--- config.mk ---
export PLATFORM = sky130hd
export DESIGN_NAME = isl_supervisor
export DESIGN_NICKNAME = d
export VERILOG_FILES = /design/src/rtl/isl_pkg.sv /design/src/rtl/isl_deadline.sv /design/src/rtl/isl_regs.sv /design/src/rtl/isl_gate.sv /design/src/rtl/isl_supervisor.sv
export SDC_FILE = /design/constraint.sdc
export NUM_CORES = 1
export LEC_CHECK = 0
export BUFFER_PORTS_ARGS = -buffer_cell sky130_fd_sc_hd__buf_2
export CAP_MARGIN = 10
export CORE_MARGIN = 1.5
export CORE_UTILIZATION = 56
export DETAILED_ROUTE_END_ITERATION = 8
export MAX_ROUTING_LAYER = met4
export PLACE_DENSITY_LB_ADDON = 0.1
export SYNTH_ARGS = -nofsm -noshare
export SYNTH_HDL_FRONTEND = slang
export SYNTH_SLANG_ARGS = --single-unit
--- constraint.sdc ---
create_clock -name clk -period 1.99 [get_ports clk]
set_input_delay 0.0995 -clock clk [delete_from_list [all_inputs] [get_ports clk]]
set_output_delay 0.0995 -clock clk [all_outputs]
set_load 0.05 [all_outputs]
--- src/rtl/isl_pkg.sv ---
package isl_pkg;
  localparam int unsigned CTRL_ADDR = 6;
  localparam int unsigned STAT_ADDR = 12;
  localparam int unsigned PD_BIT    = 4;
  localparam int unsigned OHF_BIT   = 5;
  localparam int unsigned FDT_BIT   = 6;
  localparam int unsigned ERR_BIT   = 7;
  localparam logic [7:0]  CTRL_RST  = 8'h10;
endpackage

--- src/rtl/isl_deadline.sv ---
module isl_deadline #(
  parameter int unsigned LIMIT = 16
) (
  input  logic clk,
  input  logic rst_n,
  input  logic start,
  input  logic cancel,
  output logic busy,
  output logic expired
);
  localparam int unsigned CW = (LIMIT > 1) ? $clog2(LIMIT) : 1;
  localparam logic [CW-1:0] LAST = CW'(LIMIT - 1);

  logic [CW-1:0] cnt;

  always_ff @(posedge clk) begin
    if (!rst_n) begin
      busy    <= 1'b0;
      cnt     <= '0;
      expired <= 1'b0;
    end else begin
      expired <= 1'b0;
      if (start) begin
        busy <= 1'b1;
        cnt  <= '0;
      end else if (busy && cancel) begin
        busy <= 1'b0;
      end else if (busy && cnt == LAST) begin
        busy    <= 1'b0;
        expired <= 1'b1;
      end else if (busy) begin
        cnt <= cnt + 1'b1;
      end
    end
  end

  // an expiry can only follow a running window
  a_r8_exp_after_busy: assert property (@(posedge clk) disable iff (!rst_n)
    expired |-> $past(busy));
  // a cancel without a restart ends the window
  a_r6_cancel_stops: assert property (@(posedge clk) disable iff (!rst_n)
    (busy && cancel && !start) |=> (!busy && !expired));
endmodule

--- src/rtl/isl_regs.sv ---
module isl_regs
  import isl_pkg::*;
#(
  parameter int unsigned ADDR_W = 4,
  parameter int unsigned DATA_W = 8
) (
  input  logic              clk,
  input  logic              rst_n,
  input  logic              wr_en,
  input  logic [ADDR_W-1:0] wr_addr,
  input  logic [DATA_W-1:0] wr_data,
  input  logic [ADDR_W-1:0] rd_addr,
  output logic [DATA_W-1:0] rd_data,
  input  logic              fdt,
  input  logic              set_err,
  input  logic              set_ohf,
  output logic              pd_bit,
  output logic              err_flag,
  output logic              ohf_flag
);
  logic [DATA_W-1:0] ctrl_q;
  logic wr_ctrl, wr_stat, clr_err, clr_ohf;

  assign wr_ctrl = wr_en && (wr_addr == ADDR_W'(CTRL_ADDR));
  assign wr_stat = wr_en && (wr_addr == ADDR_W'(STAT_ADDR));
  assign clr_err = wr_stat && wr_data[ERR_BIT];
  assign clr_ohf = wr_stat && wr_data[OHF_BIT];

  always_ff @(posedge clk) begin
    if (!rst_n) begin
      ctrl_q   <= DATA_W'(CTRL_RST);
      err_flag <= 1'b0;
      ohf_flag <= 1'b0;
    end else begin
      if (wr_ctrl) ctrl_q <= wr_data;
      if (set_err)      err_flag <= 1'b1;
      else if (clr_err) err_flag <= 1'b0;
      if (set_ohf)      ohf_flag <= 1'b1;
      else if (clr_ohf) ohf_flag <= 1'b0;
    end
  end

  assign pd_bit = ctrl_q[PD_BIT];

  always_comb begin
    rd_data = '0;
    if (rd_addr == ADDR_W'(CTRL_ADDR)) begin
      rd_data = ctrl_q;
    end else if (rd_addr == ADDR_W'(STAT_ADDR)) begin
      rd_data[ERR_BIT] = err_flag;
      rd_data[FDT_BIT] = fdt;
      rd_data[OHF_BIT] = ohf_flag;
    end
  end

  a_r9_err_sticky: assert property (@(posedge clk) disable iff (!rst_n)
    (err_flag && !clr_err) |=> err_flag);
  a_r6_ohf_sticky: assert property (@(posedge clk) disable iff (!rst_n)
    (ohf_flag && !clr_ohf) |=> ohf_flag);
endmodule

--- src/rtl/isl_gate.sv ---
module isl_gate #(
  parameter int unsigned LOOP_W = 2,
  parameter int unsigned ID_W   = 2,
  parameter int unsigned REV_W  = 4
) (
  input  logic              fdt,
  input  logic              fsync_in,
  input  logic              ring_in,
  input  logic [LOOP_W-1:0] loop_in,
  input  logic [ID_W-1:0]   id_in,
  input  logic [REV_W-1:0]  rev_in,
  output logic              fsync_out,
  output logic              valid,
  output logic              ring_out,
  output logic [LOOP_W-1:0] loop_out,
  output logic [ID_W-1:0]   id_out,
  output logic [REV_W-1:0]  rev_out
);
  always_comb begin
    valid     = fdt;
    fsync_out = fdt & fsync_in;
    ring_out  = fdt & ring_in;
    loop_out  = fdt ? loop_in : '0;
    id_out    = fdt ? id_in   : '0;
    rev_out   = fdt ? rev_in  : '0;
  end

  always_comb begin
    a_r4_zero_when_invalid: assert (valid || (loop_out == '0 && id_out == '0
                                    && rev_out == '0 && !ring_out && !fsync_out));
  end
endmodule

--- src/rtl/isl_supervisor.sv ---
module isl_supervisor
  import isl_pkg::*;
#(
  parameter int unsigned ADDR_W      = 4,
  parameter int unsigned DATA_W      = 8,
  parameter int unsigned LOOP_W      = 2,
  parameter int unsigned ID_W        = 2,
  parameter int unsigned REV_W       = 4,
  parameter int unsigned OFFHOOK_CYC = 500_000,
  parameter int unsigned PDN_CYC     = 50_000,
  parameter int unsigned ACK_CYC     = 4_096
) (
  input  logic              clk,
  input  logic              rst_n,
  input  logic              wr_en,
  input  logic [ADDR_W-1:0] wr_addr,
  input  logic [DATA_W-1:0] wr_data,
  input  logic [ADDR_W-1:0] rd_addr,
  output logic [DATA_W-1:0] rd_data,
  input  logic              link_fdet,
  input  logic              link_fsync,
  input  logic              offhook_req,
  input  logic              clk_chg,
  input  logic              clk_ack,
  input  logic              ls_ring,
  input  logic [LOOP_W-1:0] ls_loop,
  input  logic [ID_W-1:0]   ls_chip_id,
  input  logic [REV_W-1:0]  ls_rev,
  output logic              pdn,
  output logic              host_fsync,
  output logic              ls_valid,
  output logic              ring_out,
  output logic [LOOP_W-1:0] loop_out,
  output logic [ID_W-1:0]   chip_id_out,
  output logic [REV_W-1:0]  rev_out
);
  logic fdt, pd_bit, err_flag, ohf_flag;
  logic oh_busy, oh_exp, ack_busy, ack_exp, rec_busy, rec_exp;

  assign pdn = pd_bit | rec_busy;
  assign fdt = link_fdet & ~pdn;

  isl_regs #(.ADDR_W(ADDR_W), .DATA_W(DATA_W)) u_regs (
    .clk(clk), .rst_n(rst_n), .wr_en(wr_en), .wr_addr(wr_addr),
    .wr_data(wr_data), .rd_addr(rd_addr), .rd_data(rd_data), .fdt(fdt),
    .set_err(ack_exp), .set_ohf(oh_exp), .pd_bit(pd_bit),
    .err_flag(err_flag), .ohf_flag(ohf_flag)
  );

  isl_deadline #(.LIMIT(OFFHOOK_CYC)) u_offhook (
    .clk(clk), .rst_n(rst_n), .start(offhook_req), .cancel(fdt),
    .busy(oh_busy), .expired(oh_exp)
  );

  isl_deadline #(.LIMIT(PDN_CYC)) u_recover (
    .clk(clk), .rst_n(rst_n), .start(oh_exp), .cancel(1'b0),
    .busy(rec_busy), .expired(rec_exp)
  );

  isl_deadline #(.LIMIT(ACK_CYC)) u_clkack (
    .clk(clk), .rst_n(rst_n), .start(clk_chg), .cancel(clk_ack),
    .busy(ack_busy), .expired(ack_exp)
  );

  isl_gate #(.LOOP_W(LOOP_W), .ID_W(ID_W), .REV_W(REV_W)) u_gate (
    .fdt(fdt), .fsync_in(link_fsync), .ring_in(ls_ring), .loop_in(ls_loop),
    .id_in(ls_chip_id), .rev_in(ls_rev), .fsync_out(host_fsync),
    .valid(ls_valid), .ring_out(ring_out), .loop_out(loop_out),
    .id_out(chip_id_out), .rev_out(rev_out)
  );

  a_r7_pdn_in_recovery: assert property (@(posedge clk) disable iff (!rst_n)
    rec_busy |-> pdn);
  a_r7_recovery_ends: assert property (@(posedge clk) disable iff (!rst_n)
    rec_exp |-> (pdn == pd_bit));
  a_r3_valid_needs_link: assert property (@(posedge clk) disable iff (!rst_n)
    ls_valid |-> (link_fdet && !pdn));
  a_r5_fsync_gated: assert property (@(posedge clk) disable iff (!rst_n)
    host_fsync |-> (link_fsync && ls_valid));
  a_r8_err_needs_window: assert property (@(posedge clk) disable iff (!rst_n)
    $rose(err_flag) |-> $past(ack_busy, 2));
  a_r6_fail_keeps_flag: assert property (@(posedge clk) disable iff (!rst_n)
    oh_exp |=> ohf_flag);
  a_r6_no_pending_when_idle: assert property (@(posedge clk) disable iff (!rst_n)
    (!oh_busy && !offhook_req) |=> !oh_exp);
endmodule

---- Word level (Yosys, flattened, before mapping) ----
Cells that the tools add are included.
storage, ports and cells
  output and inout port bits .............. 20
  flip-flop bits (word level) ............. 62
  bits of input ports ..................... 33
  word-level logic and storage cells ...... 74
operators by class
  equal/unequal tests ..................... 7
  reduce and logical (&&, ||, !) cells .... 22
  $add $sub $neg .......................... 3
  multiplexer cells ....................... 20
  bitwise logic cells ..................... 11
operator list
  kind                                                 number
  adder 19 x 1 -> 19 bit, second input constant        1
  equality test 19 bit, second input constant          1
  adder 16 x 1 -> 16 bit, second input constant        1
  equality test 16 bit, second input constant          1
  2-to-1 mux 1 bit                                     14
  adder 12 x 1 -> 12 bit, second input constant        1
  equality test 12 bit, second input constant          1
  logical AND 1 bit                                    9
  equality test 4 x 3 -> 1 bit, second input constant  2
  equality test 4 bit, second input constant           2
  inverter 1 bit                                       7
  2-to-1 mux 3 bit                                     2
  AND reduction 3 bit                                  2
  nonzero test 2 bit                                   3
  nonzero test 3 bit                                   2
  OR reduction 2 bit                                   3
  OR reduction 3 bit                                   2
  2-to-1 mux 5 bit                                     1
  2-to-1 mux 2 bit                                     2
  2-to-1 mux 4 bit                                     1
  bitwise AND 1 bit                                    3
  AND reduction 2 bit                                  1
  bitwise OR 1 bit                                     1

---- Logic depth before layout (Yosys ltp) ----
Gate-level depths: netlist of run 1.
  depth in word-level cells ............... 6
  gate-level depth with buffers ........... 7
  depth with buffers taken out ............ 6

---- By module ----
From an unflattened synthesis of run 1, not the netlist that was laid out.
unflattened totals
  cells, all modules ...................... 365
  area total of the unflattened synthesis .. 3269.4 um^2
modules (own cells, without submodules)
  module                     cells an instance  sequential area each (um^2)  times used  area each (um^2)
  isl_deadline at u_offhook  120                420.4                        1           1061.0
  isl_deadline at u_recover  94                 360.3                        1           887.1
  isl_deadline at u_clkack   77                 280.3                        1           716.9
  isl_regs                   60                 200.2                        1           516.7
  isl_gate                   11                 0.0                          1           70.1
  isl_supervisor             3                  0.0                          1           17.5

---- Worst setup path before layout of run 1 ----
OpenSTA, ideal clock, no wires.
  path type ............................... register to output
  start point ............................. register u_recover.busy
  end point ............................... output port chip_id_out[0]
  stages on the path, launching flop included .. 5
  setup slack ............................. 0.049 ns
  arrival ................................. 1.841 ns
  data required time ...................... 1.891 ns
  path buffers ............................ 2
  path through ............................ dfxtp_1 > buf_4 > nor3b_2 > clkbuf_1 > and2_1
on the way
  longest elaborated chain between the ends .. 4
RTL lines
  item                      line                  source
  start: declaration        isl_deadline.sv:8     output logic busy,
  start signal: assignment  isl_deadline.sv:18    busy <= 1'b0;
  start signal: assignment  isl_deadline.sv:24    busy <= 1'b1;
  start signal: assignment  isl_deadline.sv:27    busy <= 1'b0;
  bitwise OR 1 bit          isl_supervisor.sv:40  assign pdn = pd_bit | rec_busy;
  inverter 1 bit            isl_supervisor.sv:41  assign fdt = link_fdet & ~pdn;
  bitwise AND 1 bit         isl_supervisor.sv:41
  via ls_valid              isl_supervisor.sv:31  output logic ls_valid,
  2-to-1 mux 2 bit          isl_gate.sv:24        id_out = fdt ? id_in : '0;
  end: declaration          isl_supervisor.sv:34  output logic [ID_W-1:0] chip_id_out,
The timed path passes the listed nets, and every way through them passes these cells.

---- Worst setup path after layout of run 1 ----
  start point ............................. register u_offhook.cnt[0]
  end point ............................... register u_offhook.cnt[12]
on the way
  longest elaborated chain between the ends .. 4
  elaborated cells on any way between the ends .. 5
  those cells by class .................... add/sub: 1; eq/ne: 1; bitwise: 1; reduce/logical: 2
RTL lines
  item                                                            line                source
  start: declaration                                              isl_deadline.sv:14  logic [CW-1:0] cnt;
  start signal: assignment                                        isl_deadline.sv:32  cnt <= cnt + 1'b1;
  branches (longest 4 deep; another with adder 19 x 1 -> 19 bit)  -
Several ways; the timed one is not identified.
A chain may end at the register's enable or synchronous reset.

==> results of run 1 <==
flip-flops by register name, summed over array words and instances (netlist names):
signal	cells
u_offhook.expired	1
u_recover.busy	1
u_regs.ctrl_q	8
u_recover.cnt	16
u_clkack.cnt	12
u_regs.err_flag	1
u_regs.ohf_flag	1
u_offhook.busy	1
u_offhook.cnt	19
u_clkack.expired	1
u_clkack.busy	1
layout make-up:
| cell class | count | share of cell area |
|---|---|---|
| Multi-Input combinational cell | 260 | 0.474 |
| Sequential cell | 62 | 0.340 |
| Timing Repair Buffer | 61 | 0.0919 |
| Clock buffer | 9 | 0.0339 |
| Clock inverter | 7 | 0.0333 |
| Tap cell | 70 | 0.0240 |
| Inverter | 3 | 0.00309 |
power by group through the flow:
stage	Sequential, W	Clock [W]	Combinational [W]
floorplan	0.00128	0	0.0000572
global placement	0.00128	0	0.000100
detailed placement	0.00128	0	0.000102
CTS	0.00125	0.00137	0.000105
global route	0.00125	0.00143	0.000118
finish	0.00125	0.00135	0.000106
synthesized netlist by cell type (all sizes together) (3+ instances only):
master / count
nor3: 4
xnor2: 17
nor4: 4
nand2: 19
o21ai: 5
nor4b: 7
and3: 7
nand2b: 5
nand3: 21
dfxtp: 62
nor3b: 5
xor2: 19
a21oi: 11
nand4: 10
ha: 3
and2: 18
buf: 8
o211ai: 3
mux2i: 9
clkbuf: 7
nor2: 43
nor2b: 15
or3: 3
and4: 9
a22oi: 3
inv: 3
or4: 3
stage by stage:
stage               hold slack [ns]  area [um2]  utilization  setup slack [ns]  setup TNS [ns]
floorplan                     0.223        3050            -            0.0495               0
CTS                        0.000165        3640        0.703            0.0637               0
detailed placement            0.323        3370        0.652            0.0851               0
finish                       0.0155        3650        0.706             0.108               0
global placement              0.315        3370        0.652             0.201               0
global route                 0.0367        3650        0.706          -0.00176        -0.00176
per-layer routing:
metal,vias up,wire length (um),global-route usage
met3,9,280,0.0726
met5,-,0,-
met1,1175,3010,0.281
li1,1312,-,-
met4,0,67,0.0667
met2,63,2760,0.364
kinds of logic after synthesis:
family	Yosys count	synth area share
muxes	9	0.0295
DFF	62	0.407
and+or+nand+nor	181	0.348
AOI/OAI and AO/OA	31	0.0725
buffers and inverters	18	0.0279
xor gates and xnor gates	36	0.103
adders and majority gates	3	0.0123
worst min-delay path: stages:
cell and delay [ns]:
sky130_fd_sc_hd__buf_2 0.07, sky130_fd_sc_hd__mux2i_1 0.05, sky130_fd_sc_hd__nor2b_1 0.09
how the worst min path moves through the flow:
stage	from	endpoint	slack, ns	depth (start not counted)
floorplan	clk_chg	u_clkack.busy	0.22	1
global placement	wr_data[4]	u_regs.ctrl_q[4]	0.31	3
CTS	offhook_req	u_offhook.busy	0.0002	2
finish	wr_data[1]	u_regs.ctrl_q[1]	0.02	3
detailed placement	wr_data[4]	u_regs.ctrl_q[4]	0.32	3
global route	wr_data[2]	u_regs.ctrl_q[2]	0.04	3
layout by cell type (no fill, tap or decap), drive strengths merged, types with 3 or more instances in the layout:
master,count
dfxtp,62
buf,58
nor2,43
nand3,21
nand2,19
xor2,19
and2,18
xnor2,17
nor2b,15
a21oi,11
nand4,10
mux2i,9
clkbuf,9
and4,9
and3,7
nor4b,7
nand2b,5
nor3b,5
o21ai,5
nor3,4
inv,4
nor4,4
a22oi,3
or3,3
o211ai,3
or4,3
ha,3
clkinvlp,3
bufinv,3
dlygate4sd3,3
what timing repair did:
action,CTS,global route
hold buffers,2,1
endpoints found under the setup margin,0,3
hold endpoints to repair,2,1
setup buffers,0,0
resized for setup,0,2
==> results.cfg, run 1 <==
[synthesis]
yosys_warnings = 0
number_of_flops_mapped_to_enable_cells_by_yosys = 0
synthFlopType = sky130_fd_sc_hd__dfxtp_1
synthesized_netlist_net_count = 376
asyncSetResetFlopFracSynth = 0
sequential_element_share_of_the_synthesized_area = 0.407
yosys_register_bits = 62
netlist.top_cell.by_area = sky130_fd_sc_hd__dfxtp_1
postSynthAreaPerCell_um2 = 8.98
synth_cell_types = 49
netlist_instances = 340
mappedNetlistArea_um2 = 3050
synthTopCellsByArea = sky130_fd_sc_hd__dfxtp_1 (41%), sky130_fd_sc_hd__xor2_1 (5.5%), sky130_fd_sc_hd__nor2_1 (5.3%)
netlist.area_leader.share = 0.407

[place]
io_buffers = 52
hpwlAfterDp_mm = 4.31
placed_cells_incl_taps = 453
place.gp.congestion = 0.793

[layout]
nets = 433
syn_to_final_growth_pct = 19.5
layout-drive-gt1-share = 0.216
finalNonFillerCells = 472
antenna-diode-count = 0
multiInputGateArea_um2 = 1730
seqCellArea_um2 = 1240
fillCellCount = 409

[timing]
setup-violations-final = 0
period_share = 0.946
period_minus_slack_ns = 1.88
timing.final.hold_violations = 0
timing.clock.skew_ns = 0.00669
fmax_ghz = 0.531
worst_pin_slew_ns = 0.605
timing_max_transition_violations_final = 0
slew_headroom = 0.596

[routing]
drt_wl_total_mm = 6.12
drc = 0
detail_route.wl_per_cell_um = 13.0
routed-via-count = 2559
ant_nets = 0
detail_route.vias_per_cell = 5.42
drt_pass1_iterations = 4
drt_iter0_drc = 153

[global_routing]
grt_pass1_wl_mm = 10.7
grt_max_degree = 18
number_of_global_route_vias_before_repair = 2439
grt_usage = 0.230
aggregate_global_routing_overflow = 0
antenna_found_initial = 0

[floorplanning]
row_count = 26
die_area_um2 = 5900
chipWidth_um = 76.8
die_h_um = 76.8
io_pins = 53
core-area_um2 = 5170
initial_core_utilization = 0.590

[outcome]
run_status = finished clean

[setup_path]
worst_setup_path_end_kind = flop
crit_path_start = u_offhook.cnt[0]
critPathSlowestCell = sky130_fd_sc_hd__dfxtp_1
cp-start-kind = flop
r2r-end = u_offhook.cnt[12]
worstReg2RegStart = u_offhook.cnt[0]
cp-endpoint = u_offhook.cnt[12]
critical_path_cell_count = 6
required_time_worst_endpoint_ns = 2.22
critPathArrivalTime_ns = 2.11
critical-path-top-delay-family = simple AND/OR/NAND/NOR gates
worstPathBufferInverterCount = 0
crit_chain = ha_1, and4_2, nand3b_4, nor4_2, xnor2_1, nor2_1
worst-r2r-cell-count = 6
critPathMaxFanout = 8
r2r_slack_ns = 0.11
critical-path-max-stage-delay_ns = 0.39
crit_type = flop to flop

[clock_tree]
clock_path_buffers = 2
clkTransAtPathRegs_ns = 0.07
worstSkewPairLatency_ns = 0.34
clock-sinks = 62
cts_root_buffer = sky130_fd_sc_hd__clkbuf_8
cts_tree = yes
ctsHtreeMaxLevel = 3
number_of_buffers_inserted_during_clock_tree_synthesis = 9

[power_and_ir_drop]
power.leakage_nw = 1.37
clock_power_share = 0.498
power.switching_w = 0.000575
sw_frac_of_total = 0.213
power.share.combinational = 0.039
power_density_nw_per_um2 = 742
seq_power_share = 0.463
p_int_w = 0.00213
ir_worst_vdd_uv = 692
total_power_after_layout_w = 0.00271

[run]
maxCapViolations = 0

[hold_path]
min-delay-path-class = input pin to flop
Power figures use the tool's default switching activity.
==> run 2, diff against run 1 <==
--- a/config.mk
+++ b/config.mk
@@ -9,9 +9,12 @@
 export CAP_MARGIN = 10
 export CORE_MARGIN = 1.5
 export CORE_UTILIZATION = 56
+export CTS_CLUSTER_DIAMETER = 100
 export DETAILED_ROUTE_END_ITERATION = 8
 export MAX_ROUTING_LAYER = met4
 export PLACE_DENSITY_LB_ADDON = 0.1
+export SLEW_MARGIN = 20
 export SYNTH_ARGS = -nofsm -noshare
 export SYNTH_HDL_FRONTEND = slang
+export SYNTH_HIERARCHICAL = 1
 export SYNTH_SLANG_ARGS = --single-unit
==> run 2 against run 1 <==
Net effect: register-to-register slack barely moved; combinational power rose by 29%; via count rose by 8.3%; clock skew fell by 0.0030 ns; largest power group is now sequential cells; synthesized cell count rose by 6.8%; sequential share of layout area fell by 0.94 points; highest routed layer unchanged.
==> results.cfg, run 2 <==
[outcome]
run_status = finished clean

[global_routing]
use_met1 = 0.305
grt_usage = 0.231
number_of_global_route_vias_before_repair = 2503
grt_pass1_wl_mm = 11.2
grt.busiest_layer = met2
antenna_found_initial = 0
grt_util_met3 = 0.0391
grt_max_degree = 26
aggregate_global_routing_overflow = 0
global_route_met2_utilization = 0.354

[power_and_ir_drop]
sw_frac_of_total = 0.228
power_density_nw_per_um2 = 636
total_power_after_layout_w = 0.00239
ir_worst_vdd_uv = 454
clock_power_share = 0.417
p_int_w = 0.00184
power.share.combinational = 0.057
seq_power_share = 0.525
power.leakage_nw = 1.40
power.switching_w = 0.000545

[floorplanning]
io_pins = 53
die_h_um = 79.1
die_area_um2 = 6250
row_count = 27
core-area_um2 = 5540
chipWidth_um = 79.1
initial_core_utilization = 0.585

[layout]
syn_to_final_growth_pct = 15.8
seqCellArea_um2 = 1240
layout_common_cells = sky130_fd_sc_hd__dfxtp_1 (62), sky130_fd_sc_hd__buf_2 (52), sky130_fd_sc_hd__nand2_1 (34), sky130_fd_sc_hd__nor2_1 (29), sky130_fd_sc_hd__nand3_1 (17)
largest_register_by_flop_count = u_offhook/cnt
largest_register_ff_count = 19
mostFrequentLayoutCell = sky130_fd_sc_hd__dfxtp_1
antenna-diode-count = 0
nets = 459
multiInputGateArea_um2 = 1880
layout-drive-gt1-share = 0.230
fillCellCount = 473
layout_top_registers = u_offhook/cnt: 19 flops, u_recover/cnt: 16 flops, u_clkack/cnt: 12 flops

[timing]
rsz0062_at_grt = no
slew_headroom = 0.598
timing.final.hold_violations = 0
hold_ws_ns = 0.0147
period_minus_slack_ns = 1.89
timing.clock.skew_ns = 0.00371
setup-violations-final = 0
timing_max_transition_violations_final = 0
setup-tns-final_ns = 0
period_share = 0.948
fmax_ghz = 0.530
worst_pin_slew_ns = 0.595
post-route-worst-setup-slack_ns = 0.103

[run]
maxCapViolations = 0

[routing]
detail_route.vias_per_cell = 5.56
routed-via-count = 2771
detail_route.wl_per_cell_um = 13.6
drt_wl_total_mm = 6.78
ant_nets = 0
drt_pass1_iterations = 4
drc = 0
drt_iter0_drc = 134

[place]
place_ws_ns = 0.102
place.gp.congestion = 0.825
io_buffers = 52
hpwlAfterDp_mm = 4.87

[clock_tree]
number_of_buffers_inserted_during_clock_tree_synthesis = 9
clock-sinks = 62
ctsHtreeMaxLevel = 3
worstSkewPairLatency_ns = 0.33
clkTransAtPathRegs_ns = 0.06
cts_root_buffer = sky130_fd_sc_hd__clkbuf_8
post_cts.repair.setup_buffers = 0
clock_path_buffers = 2
cts_hold_repair.buffers = 0
cts_tree = yes

[setup_path]
cp-start-kind = flop
worst_setup_path_end_kind = flop
critPathArrivalTime_ns = 2.15
crit_type = flop to flop
required_time_worst_endpoint_ns = 2.25
critPathMaxFanout = 10

[hold_path]
min-delay-path-class = input pin to flop

[synthesis]
postSynthAreaPerCell_um2 = 8.93
mappedNetlistArea_um2 = 3240
yosys_warnings = 6
netlist_instances = 363
==> run 2: final cells by class <==
type,count,share of cell area
multi-input combinational,279,0.502
clock buffer,13,0.0450
inverter,10,0.0100
tap,72,0.0240
clock inverter,1,0.00133
sequential,62,0.331
timing repair buffer,61,0.0873
==> run 2: power groups by stage <==
stage / Sequential [W] / Combinational, W / Clock [W]
after floorplan: 0.00128 / 0.0000874 / 0
after global placement: 0.00128 / 0.000134 / 0
after detailed placement: 0.00128 / 0.000136 / 0
after CTS: 0.00125 / 0.000137 / 0.00102
after global routing: 0.00125 / 0.000151 / 0.00106
final: 0.00125 / 0.000137 / 0.000997
==> run 2: timing repair <==
| action | in CTS | in global routing |
|---|---|---|
| cloned | 0 | 0 |
| endpoints found under the setup margin | 1 | 2 |
| gates resized for setup | 1 | 2 |
==> run 2: final timing paths <==
path                     from                 to  slack, ns  cells past startpoint
max          u_offhook/cnt[0]  u_offhook/cnt[17]       0.10                      7
max reg2reg  u_offhook/cnt[0]  u_offhook/cnt[17]       0.10                      7
min                wr_data[1]   u_regs/ctrl_q[1]       0.01                      3
min reg2reg  u_regs/ctrl_q[2]   u_regs/ctrl_q[2]       0.46                      2
==> run 2: metal layers <==
layer | vias to the layer above | share of wire | wire [um]
met5 | - | 0 | 0
met4 | 0 | 0.013 | 87
met3 | 9 | 0.040 | 272
met2 | 52 | 0.44 | 3010
met1 | 1272 | 0.50 | 3410
li1 | 1438 | - | -
==> run 2: worst max-delay path: stages, from the launching register on <==
cell and delay (ns):
sky130_fd_sc_hd__dfxtp_1 0.34, sky130_fd_sc_hd__ha_1 0.24, sky130_fd_sc_hd__and4_1 0.25, sky130_fd_sc_hd__nand3_2 0.11
sky130_fd_sc_hd__o21ai_2 0.06, sky130_fd_sc_hd__buf_4 0.17, sky130_fd_sc_hd__or4_1 0.50, sky130_fd_sc_hd__a21oi_1 0.14
==> run 2: metrics by stage <==
stage / utilization / instances / instance area [um2]
2_1_floorplan: - / 364 / 3240
3_3_place_gp: 0.643 / 484 / 3560
3_5_place_dp: 0.643 / 484 / 3560
4_1_cts: 0.675 / 498 / 3740
5_1_grt: 0.678 / 498 / 3750
6_report: 0.678 / 498 / 3750
